## src/rtl/sbf_pkg.sv

```systemverilog
package sbf_pkg;

  typedef enum logic [1:0] {
    ST_IDLE  = 2'd0,
    ST_ISSUE = 2'd1,
    ST_WAIT  = 2'd2
  } sbf_state_e;

  // A normal-world master may only target normal space.
  function automatic logic access_allowed(input logic master_ns, input logic target_ns);
    return (!master_ns) || target_ns;
  endfunction

endpackage

```

## src/rtl/sbf_access_check.sv

```systemverilog
module sbf_access_check #(
  parameter int PROT_W = 3,
  parameter int NS_POS = 1
) (
  input  logic              world_ns,
  input  logic [PROT_W-1:0] prot,
  output logic              target_ns,
  output logic              allowed
);
  import sbf_pkg::*;

  always_comb begin
    target_ns = prot[NS_POS];
    allowed   = access_allowed(world_ns, prot[NS_POS]);
  end

endmodule

```

## src/rtl/sbf_req_path.sv

```systemverilog
module sbf_req_path #(
  parameter int ADDR_W = 32,
  parameter int DATA_W = 32,
  parameter int PROT_W = 3
) (
  input  logic              clk,
  input  logic              rst_n,
  input  logic              up_valid,
  output logic              up_ready,
  input  logic [ADDR_W-1:0] up_addr,
  input  logic [PROT_W-1:0] up_prot,
  input  logic              up_write,
  input  logic [DATA_W-1:0] up_wdata,
  input  logic              allowed,
  input  logic              target_ns,
  output logic              accept_evt,
  output logic              reject_evt,
  output logic              dn_valid,
  input  logic              dn_ready,
  output logic [ADDR_W:0]   dn_addr,
  output logic [PROT_W-1:0] dn_prot,
  output logic              dn_write,
  output logic [DATA_W-1:0] dn_wdata,
  input  logic              dn_rsp_valid,
  input  logic [DATA_W-1:0] dn_rsp_rdata,
  input  logic              dn_rsp_err,
  output logic              rsp_valid,
  output logic [DATA_W-1:0] rsp_rdata,
  output logic              rsp_err
);
  import sbf_pkg::*;

  localparam int DN_AW = ADDR_W + 1;

  function automatic logic [DN_AW-1:0] extend_addr(input logic ns, input logic [ADDR_W-1:0] a);
    return {ns, a};
  endfunction

  sbf_state_e state_q;

  always_comb begin
    up_ready   = (state_q == ST_IDLE);
    accept_evt = up_valid && up_ready;
    reject_evt = accept_evt && !allowed;
    dn_valid   = (state_q == ST_ISSUE);
  end

  always_ff @(posedge clk) begin
    if (!rst_n) begin
      state_q   <= ST_IDLE;
      dn_addr   <= '0;
      dn_prot   <= '0;
      dn_write  <= 1'b0;
      dn_wdata  <= '0;
      rsp_valid <= 1'b0;
      rsp_rdata <= '0;
      rsp_err   <= 1'b0;
    end else begin
      rsp_valid <= 1'b0;
      unique case (state_q)
        ST_IDLE: begin
          if (accept_evt) begin
            if (allowed) begin
              dn_addr  <= extend_addr(target_ns, up_addr);
              dn_prot  <= up_prot;
              dn_write <= up_write;
              dn_wdata <= up_wdata;
              state_q  <= ST_ISSUE;
            end else begin
              rsp_valid <= 1'b1;
              rsp_err   <= 1'b1;
              rsp_rdata <= '0;
            end
          end
        end
        ST_ISSUE: begin
          if (dn_ready) state_q <= ST_WAIT;
        end
        ST_WAIT: begin
          if (dn_rsp_valid) begin
            rsp_valid <= 1'b1;
            rsp_rdata <= dn_rsp_rdata;
            rsp_err   <= dn_rsp_err;
            state_q   <= ST_IDLE;
          end
        end
        default: state_q <= ST_IDLE;
      endcase
    end
  end

endmodule

```

## src/rtl/sbf_viol_capture.sv

```systemverilog
module sbf_viol_capture #(
  parameter int ADDR_W = 32
) (
  input  logic              clk,
  input  logic              rst_n,
  input  logic              reject_evt,
  input  logic [ADDR_W-1:0] addr,
  output logic              viol_pulse,
  output logic [ADDR_W-1:0] viol_addr
);

  always_ff @(posedge clk) begin
    if (!rst_n) begin
      viol_pulse <= 1'b0;
      viol_addr  <= '0;
    end else begin
      viol_pulse <= reject_evt;
      if (reject_evt) viol_addr <= addr;
    end
  end

endmodule

```

## src/rtl/sec_bus_filter.sv

```systemverilog
module sec_bus_filter #(
  parameter int ADDR_W = 32,
  parameter int DATA_W = 32,
  parameter int PROT_W = 3,
  parameter int NS_POS = 1
) (
  input  logic              clk,
  input  logic              rst_n,
  input  logic              world_ns,
  input  logic              up_valid,
  output logic              up_ready,
  input  logic [ADDR_W-1:0] up_addr,
  input  logic [PROT_W-1:0] up_prot,
  input  logic              up_write,
  input  logic [DATA_W-1:0] up_wdata,
  output logic              dn_valid,
  input  logic              dn_ready,
  output logic [ADDR_W:0]   dn_addr,
  output logic [PROT_W-1:0] dn_prot,
  output logic              dn_write,
  output logic [DATA_W-1:0] dn_wdata,
  input  logic              dn_rsp_valid,
  input  logic [DATA_W-1:0] dn_rsp_rdata,
  input  logic              dn_rsp_err,
  output logic              rsp_valid,
  output logic [DATA_W-1:0] rsp_rdata,
  output logic              rsp_err,
  output logic              viol_pulse,
  output logic [ADDR_W-1:0] viol_addr
);

  // Named internal events, observed by the bound checker.
  logic target_ns;
  logic allowed;
  logic accept_evt;
  logic reject_evt;

  sbf_access_check #(.PROT_W(PROT_W), .NS_POS(NS_POS)) chk_u (
    .world_ns  (world_ns),
    .prot      (up_prot),
    .target_ns (target_ns),
    .allowed   (allowed)
  );

  sbf_req_path #(.ADDR_W(ADDR_W), .DATA_W(DATA_W), .PROT_W(PROT_W)) path_u (
    .clk          (clk),
    .rst_n        (rst_n),
    .up_valid     (up_valid),
    .up_ready     (up_ready),
    .up_addr      (up_addr),
    .up_prot      (up_prot),
    .up_write     (up_write),
    .up_wdata     (up_wdata),
    .allowed      (allowed),
    .target_ns    (target_ns),
    .accept_evt   (accept_evt),
    .reject_evt   (reject_evt),
    .dn_valid     (dn_valid),
    .dn_ready     (dn_ready),
    .dn_addr      (dn_addr),
    .dn_prot      (dn_prot),
    .dn_write     (dn_write),
    .dn_wdata     (dn_wdata),
    .dn_rsp_valid (dn_rsp_valid),
    .dn_rsp_rdata (dn_rsp_rdata),
    .dn_rsp_err   (dn_rsp_err),
    .rsp_valid    (rsp_valid),
    .rsp_rdata    (rsp_rdata),
    .rsp_err      (rsp_err)
  );

  sbf_viol_capture #(.ADDR_W(ADDR_W)) viol_u (
    .clk        (clk),
    .rst_n      (rst_n),
    .reject_evt (reject_evt),
    .addr       (up_addr),
    .viol_pulse (viol_pulse),
    .viol_addr  (viol_addr)
  );

endmodule

```

## config.mk

```make
export PLATFORM = sky130hd
export DESIGN_NAME = sec_bus_filter
export DESIGN_NICKNAME = d
export VERILOG_FILES = /design/src/rtl/sbf_pkg.sv /design/src/rtl/sbf_access_check.sv /design/src/rtl/sbf_req_path.sv /design/src/rtl/sbf_viol_capture.sv /design/src/rtl/sec_bus_filter.sv
export SDC_FILE = /design/constraint.sdc
export NUM_CORES = 1
export LEC_CHECK = 0
export ABC_AREA = 1
export CORE_MARGIN = 4
export CORE_UTILIZATION = 41
export CTS_CLUSTER_DIAMETER = 80
export CTS_CLUSTER_SIZE = 12
export DETAILED_ROUTE_END_ITERATION = 12
export PLACE_DENSITY = 0.84
export SYNTH_ARGS = -nofsm -noshare
export SYNTH_HDL_FRONTEND = slang
export SYNTH_SLANG_ARGS = --single-unit
```

## constraint.sdc

```tcl
create_clock -name clk -period 1.5 [get_ports clk]
set_input_delay 0.375 -clock clk [delete_from_list [all_inputs] [get_ports clk]]
set_output_delay 0.375 -clock clk [all_outputs]
set_load 0.005 [all_outputs]
```

==> out/metrics.cfg, run 1 <==
[logic_synthesis]
syn_inst=739
yosysTopAreaCell=dfxtp_1
synth_enable_flop_cells=0
synthTopCellsByArea=dfxtp_1 52%, nor2_1 21%, o21ai_0 8.5%
synth_simple_gate_area_share_pct=28.07
synth_cell_type_count=21
synth_area_sq_um=5269
synth_top_family_by_area=simple AND/OR/NAND/NOR gates
synthXorXnorAreaFrac_pct=0
yosysMostFrequentCell=nor2_1
ys.flop_type=dfxtp_1
synth_nets=846
synth_adder_area_share_pct=0
synth-seq-area-share_pct=52.05
synth-compound-area-share_pct=9.831
yosysWarnings=0
post-synth-top-area-fraction_pct=52.05
ys_async_sr_fraction_pct=0
synth.top_cells.by_count=298 x nor2_1, 137 x dfxtp_1, 89 x o21ai_0, 72 x inv_1, 71 x nand2_1
yosys-mux-area-fraction_pct=0
ys_ff_latch=137
syn_area_per_cell_sq_um=7.130

[floorplanning]
die_w_um=121.4
io_pins=245
rows=41
dieHeight_um=121.4
coreArea_sq_um=12620
start_util_pct=41.75
die_area_sq_um=14730

[worst_hold_path]
hold_path_class=input pin to flip-flop
hold_path_startpoint=rst_n

[sta]
fin_skew_ps=9.677
clock.fmax_mhz=693.6
fin_ws_ps=58.19
tightest_slew_ps=287.8
rsz0062_at_grt=yes
fin_crit_ps=1442
maxSlewViolCount=0
finalSetupViolCount=0
finalSetupTns_ps=0
finalHoldViolCount=0
relSlewSlack_pct=80.82
fin_crit_sh_pct=96.12

[cts]
cts_sinks=137
cts_hold_buf=0
clock_latency_ps=410
numCtsBuffers=17
clock_path_buffers=2
post-cts-setup-buffers=0
cts-htree-levels=4
cts_tree=built
path_clk_slew_ps=50
cts_root_buf=clkbuf_16

[placed_design]
hpwl_um=11370
placed_area_sq_um=7958
numPortBuffers=244
gp_congestion=0.8160
dp_slack_ps=-383.4

[route]
via_count=5337
ant_nets=0
routed_wl_um=16150
drc=0
post_drt_via_cell_ratio=4.581
drt_iter0_markers=350
dr.pass1.iters=5
wl_per_cell_um=13.86

[critical_path]
cp_max_fo=3
required_ps=1120
cp-startpoint=path_u.state_q[1]
critPathLaunchType=flip-flop
cp-end-kind=primary output
crit_arrival_ps=1070
r2r-start=path_u.state_q[1]
crit_type=flip-flop to primary output

[grt]
grt_pass1_vias=5134
grt_pass1_wl_um=25210
antenna_found_initial=0
grt_use_total_pct=21.69
overflow=0
grt_max_degree=62

[power]
p_per_area_nw_per_um2=1206
ir_drop_mv=0.8641
p_leak_nw=4.512

[finish]
area_delta_synth_final_pct=60.72
nNetsFinal=1088
drive_above_1_share_pct=7.956
num-fill-cells=1086
stdcell_area_sq_um=8468
diodes=0

[run]
cap_violations=0

[status]
status=finished clean

==> flip-flops by register name, summed over array words and instances (netlist names) <==
signal,count
path_u.dn_prot,3
viol_u.viol_addr,32
path_u.rsp_rdata,32
viol_u.viol_pulse,1
path_u.dn_wdata,32
path_u.dn_addr,32
path_u.dn_write,1
path_u.rsp_valid,1
path_u.state_q,2
path_u.rsp_err,1
==> area by class of cell <==
cell class	count	area (sq um)	area share (%)
clock inverters	13	225.2	2.660
inverters	74	277.8	3.280
well taps	172	215.2	2.541
repair buffers	268	2544	30.04
flip-flops and latches	137	2750	32.48
clock buffers	18	439.2	5.186
multi-input cells	483	2017	23.82
==> kinds of logic (layout without fill, tap and decap cells) <==
group / count (synthesis) / after routing
DFF: 137 / 137
buffers and inverters: 119 / 373
and+or+nand+nor: 380 / 380
AOI/OAI and AO/OA: 103 / 103
==> power breakdown <==
group          internal [W]  total, W  switching [W]  leakage, nW
sequential          0.00392   0.00405       0.000129         1.13
combinational      0.000774   0.00149       0.000715         3.06
clock               0.00314   0.00467        0.00153        0.326
total               0.00784    0.0102        0.00238         4.51
==> path summary, 6_finish.rpt <==
check	to	slack, ps	depth (start not counted)
max	dn_valid	60	4
min	path_u.state_q[0]	290	2
max reg2reg	path_u.dn_addr[14]	120	8
min reg2reg	path_u.dn_prot[1]	480	2
==> routing by layer <==
| layer | part of all wire (%) | track usage, % |
|---|---|---|
| met1 | 40 | 24.54 |
| met3 | 10 | 9.837 |
| met2 | 47 | 35.58 |
| met4 | 2.0 | 8.613 |
| met5 | 0 | 0 |
==> critical path, cell delays in order (launching register included) <==
cell,delay [ps]
dfxtp_4,350
inv_2,60
nand2_2,60
inv_2,70
buf_2,130
==> placed cells by master, fill, tap and decap left out <==
master           synthesis  routed
buf_6                    5       1
nor2_8                   1       1
clkinvlp_4               0       1
inv_2                    2       4
buf_4                    7      16
clkdlybuf4s50_1          0     105
nor2_2                   1       4
nand2_4                  1       1
o21ai_0                 89      89
dlygate4sd2_1            0     136
nand4_1                  1       1
nor2_4                   2       3
clkinv_2                 0       4
nand2_2                  2       4
dfxtp_2                  0       3
inv_1                   72      70
clkbuf_8                 0       1
nand2_1                 71      69
clkbuf_16                0      17
dfxtp_4                  0       1
o21a_1                   1       1
buf_12                   0       8
clkinv_4                 0       2
nor2_1                 298     294
nor3_1                   1       1
nand3_1                  2       2
dfxtp_1                137     133
a21oi_1                  3       3
buf_2                   15       2
o21ai_1                 10      10
bufinv_16                0       6
==> per-stage QoR <==
| step | hold slack (ps) | util [%] | instances | power [W] |
|---|---|---|---|---|
| after floorplan | 456.5 | - | 739 | 0.004738 |
| after global placement | 482.2 | 63.06 | 1134 | 0.005776 |
| after detailed placement | 487.4 | 63.06 | 1134 | 0.005803 |
| after CTS | 268.7 | 67.00 | 1165 | 0.01029 |
| after global routing | 274.3 | 67.10 | 1165 | 0.01066 |
| final | 288.2 | 67.10 | 1165 | 0.01021 |
==> repair_timing <==
| action | 4_1_cts | 5_1_grt |
|---|---|---|
| endpoints found under the setup margin | 138 | 23 |
| gates cloned | 0 | 0 |
| gates resized for setup | 150 | 8 |
Note: power is estimated with default switching activity, not from simulation.
==> run 2: changes to the inputs <==
- CORE_MARGIN: 4 -> 2
==> out/metrics.cfg, run 2 (synthesis gave the netlist of run 1 again) <==
[status]
status=finished clean

[sta]
finalSetupTns_ps=0  ; unchanged
finalHoldViolCount=0  ; unchanged
tightest_slew_ps=349.2  ; +61.40 ps
fin_skew_ps=8.305  ; -1.373 ps
finalSetupViolCount=0  ; unchanged
maxSlewViolCount=0  ; unchanged
relSlewSlack_pct=76.72  ; -4.1 points
rsz0062_at_grt=no
clock.fmax_mhz=697.8  ; +0.60%
fin_crit_sh_pct=95.54  ; -0.58 points
fin_crit_ps=1433  ; -8.635 ps

[critical_path]
crit_type=input pin to flip-flop
crit_family=buffers and inverters
cpPeakStageDelay_ps=480  ; +130 ps
cp-end-kind=flip-flop
crit_arrival_ps=1730  ; +660 ps
path_buf_inv=5  ; +2
cp_max_fo=32  ; +29
critPathLaunchType=input pin
required_ps=1800  ; +680 ps
cp_slowest_cell=clkdlybuf4s50_1
path_cells=clkdlybuf4s50_1, inv_1, nand2_4, inv_1, nor2_4, inv_2, buf_12, nor2_1, nor2_1

[finish]
drive_above_1_share_pct=8.333  ; +0.38 points
diodes=0  ; unchanged
layout_commonest_cell=nor2_1
layout_common_cells=297 x nor2_1, 136 x dlygate4sd2_1, 128 x dfxtp_1, 105 x clkdlybuf4s50_1, 89 x o21ai_0
nNetsFinal=1090  ; +0.18%
fin_util_pct=67.58  ; +0.47 points
area_delta_synth_final_pct=61.20
stdcell_count=1168  ; +0.26%
num-fill-cells=1052  ; -3.1%

[power]
p_clk_share_pct=42.3  ; -3.5 points
p_per_area_nw_per_um2=1142  ; -5.3%
power.internal_w=0.007241  ; -7.6%
power_w=0.009701  ; -5.0%
p_leak_nw=4.512  ; about the same
switching_share_pct=25.36  ; +2.1 points
combPwrFrac_pct=15.9  ; +1.3 points
seq_power_share_pct=41.8  ; +2.1 points
p_switching_w=0.002460  ; +3.6%
ir_drop_mv=0.6196  ; -28%

[floorplanning]
die_w_um=117.4  ; -3.3%
die_area_sq_um=13770  ; -6.5%
rows=41  ; unchanged
coreArea_sq_um=12570  ; -0.41%
dieHeight_um=117.4  ; -3.3%
start_util_pct=41.92  ; +0.17 points
io_pins=245  ; unchanged

[cts]
cts_hold_buf=0  ; unchanged
clock_latency_ps=410  ; about the same
cts_root_buf=clkbuf_16
cts_tree=built
path_clk_slew_ps=60  ; about the same
cts_sinks=137  ; unchanged
clock_path_buffers=2  ; unchanged
numCtsBuffers=17  ; unchanged
cts-htree-levels=4  ; unchanged

[placed_design]
dp_cells=1129  ; -0.44%
hpwl_um=10530  ; -7.4%
gp_congestion=0.7832  ; -4.0%
numPortBuffers=244  ; unchanged

[grt]
antenna_found_initial=0  ; unchanged
overflow=0  ; unchanged
grt_use_total_pct=22.16  ; +0.47 points
grt_pass1_wl_um=24740  ; -1.9%
grt_pass1_vias=5032  ; -2.0%
grt_max_degree=61  ; -1.6%

[worst_hold_path]
hold_path_class=input pin to flip-flop

[route]
drt_iter0_markers=318  ; -9.1%
dr.pass1.iters=4  ; -1
drc=0  ; unchanged
wl_per_cell_um=13.60  ; -1.9%
ant_nets=0  ; unchanged
via_count=5387  ; +0.94%
routed_wl_um=15880  ; -1.6%
post_drt_via_cell_ratio=4.612  ; +0.68%

[run]
cap_violations=0  ; unchanged

## run 2: cell count changes in the layout (fill, tap and decap cells not counted), sizes merged
cell	before	now
clkinv	6	4
inv	74	77
bufinv	6	2
clkinvlp	1	5
buf	27	25
clkbuf	18	22
## run 2: cell type report
type	count	area, sq um	area share (%)
multi-input cells	483	2012	23.69
repair buffers	270	2648	31.17
well taps	172	215.2	2.534
clock buffers	18	439.2	5.171
clock inverters	14	147.6	1.738
flip-flops and latches	137	2754	32.42
inverters	74	277.8	3.270
## run 2: final timing paths
path / start / endpoint / slack (ps) / depth (start not counted)
worst max-delay path: up_prot[1] / path_u.dn_wdata[24] / 70 / 9
worst min-delay path: rst_n / path_u.dn_addr[10] / 290 / 3
worst max register to register: path_u.state_q[0] / path_u.dn_wdata[24] / 90 / 8
worst min register to register: path_u.rsp_rdata[31] / path_u.rsp_rdata[31] / 480 / 2
## run 2: what timing repair did
action	4_1_cts	5_1_grt
endpoints found under the hold margin	0	0
buffers inserted	1	2
pin swaps	1	2
endpoints found under the setup margin	138	65
gates cloned	0	4
gates resized for setup	152	7
## run 2: power by group through the flow
stage	logic, W	registers, W	clock network (W)
after global placement	0.00164	0.00412	0
after detailed placement	0.00166	0.00413	0
after floorplan	0.000587	0.00415	0
after CTS	0.00148	0.00405	0.00417
final	0.00154	0.00405	0.00410
after global routing	0.00171	0.00408	0.00435
## run 2: per-stage QoR
stage / hold slack, ps / setup WS, ps / cell area (sq um)
5_1_grt: 294.7 / 0.2830 / 8493
3_5_place_dp: 453.1 / -392.9 / 7945
4_1_cts: 273.7 / -2.621 / 8377
3_3_place_gp: 449.1 / -337.9 / 7945
6_report: 293.4 / 66.83 / 8493
2_1_floorplan: 456.5 / 177.5 / 5269
## run 2: routing by layer
layer / track usage (%) / routed length (um) / vias up
met5: 0 / 0 / -
met4: 8.735 / 291 / 0
met3: 8.123 / 1410 / 24
met2: 35.38 / 7385 / 219
met1: 27.20 / 6795 / 2428
li1: - / - / 2716
## run 2: tightest hold or removal path, stage by stage
cell and delay [ps]:
buf_4 170, o21ai_1 80, nor2_1 40
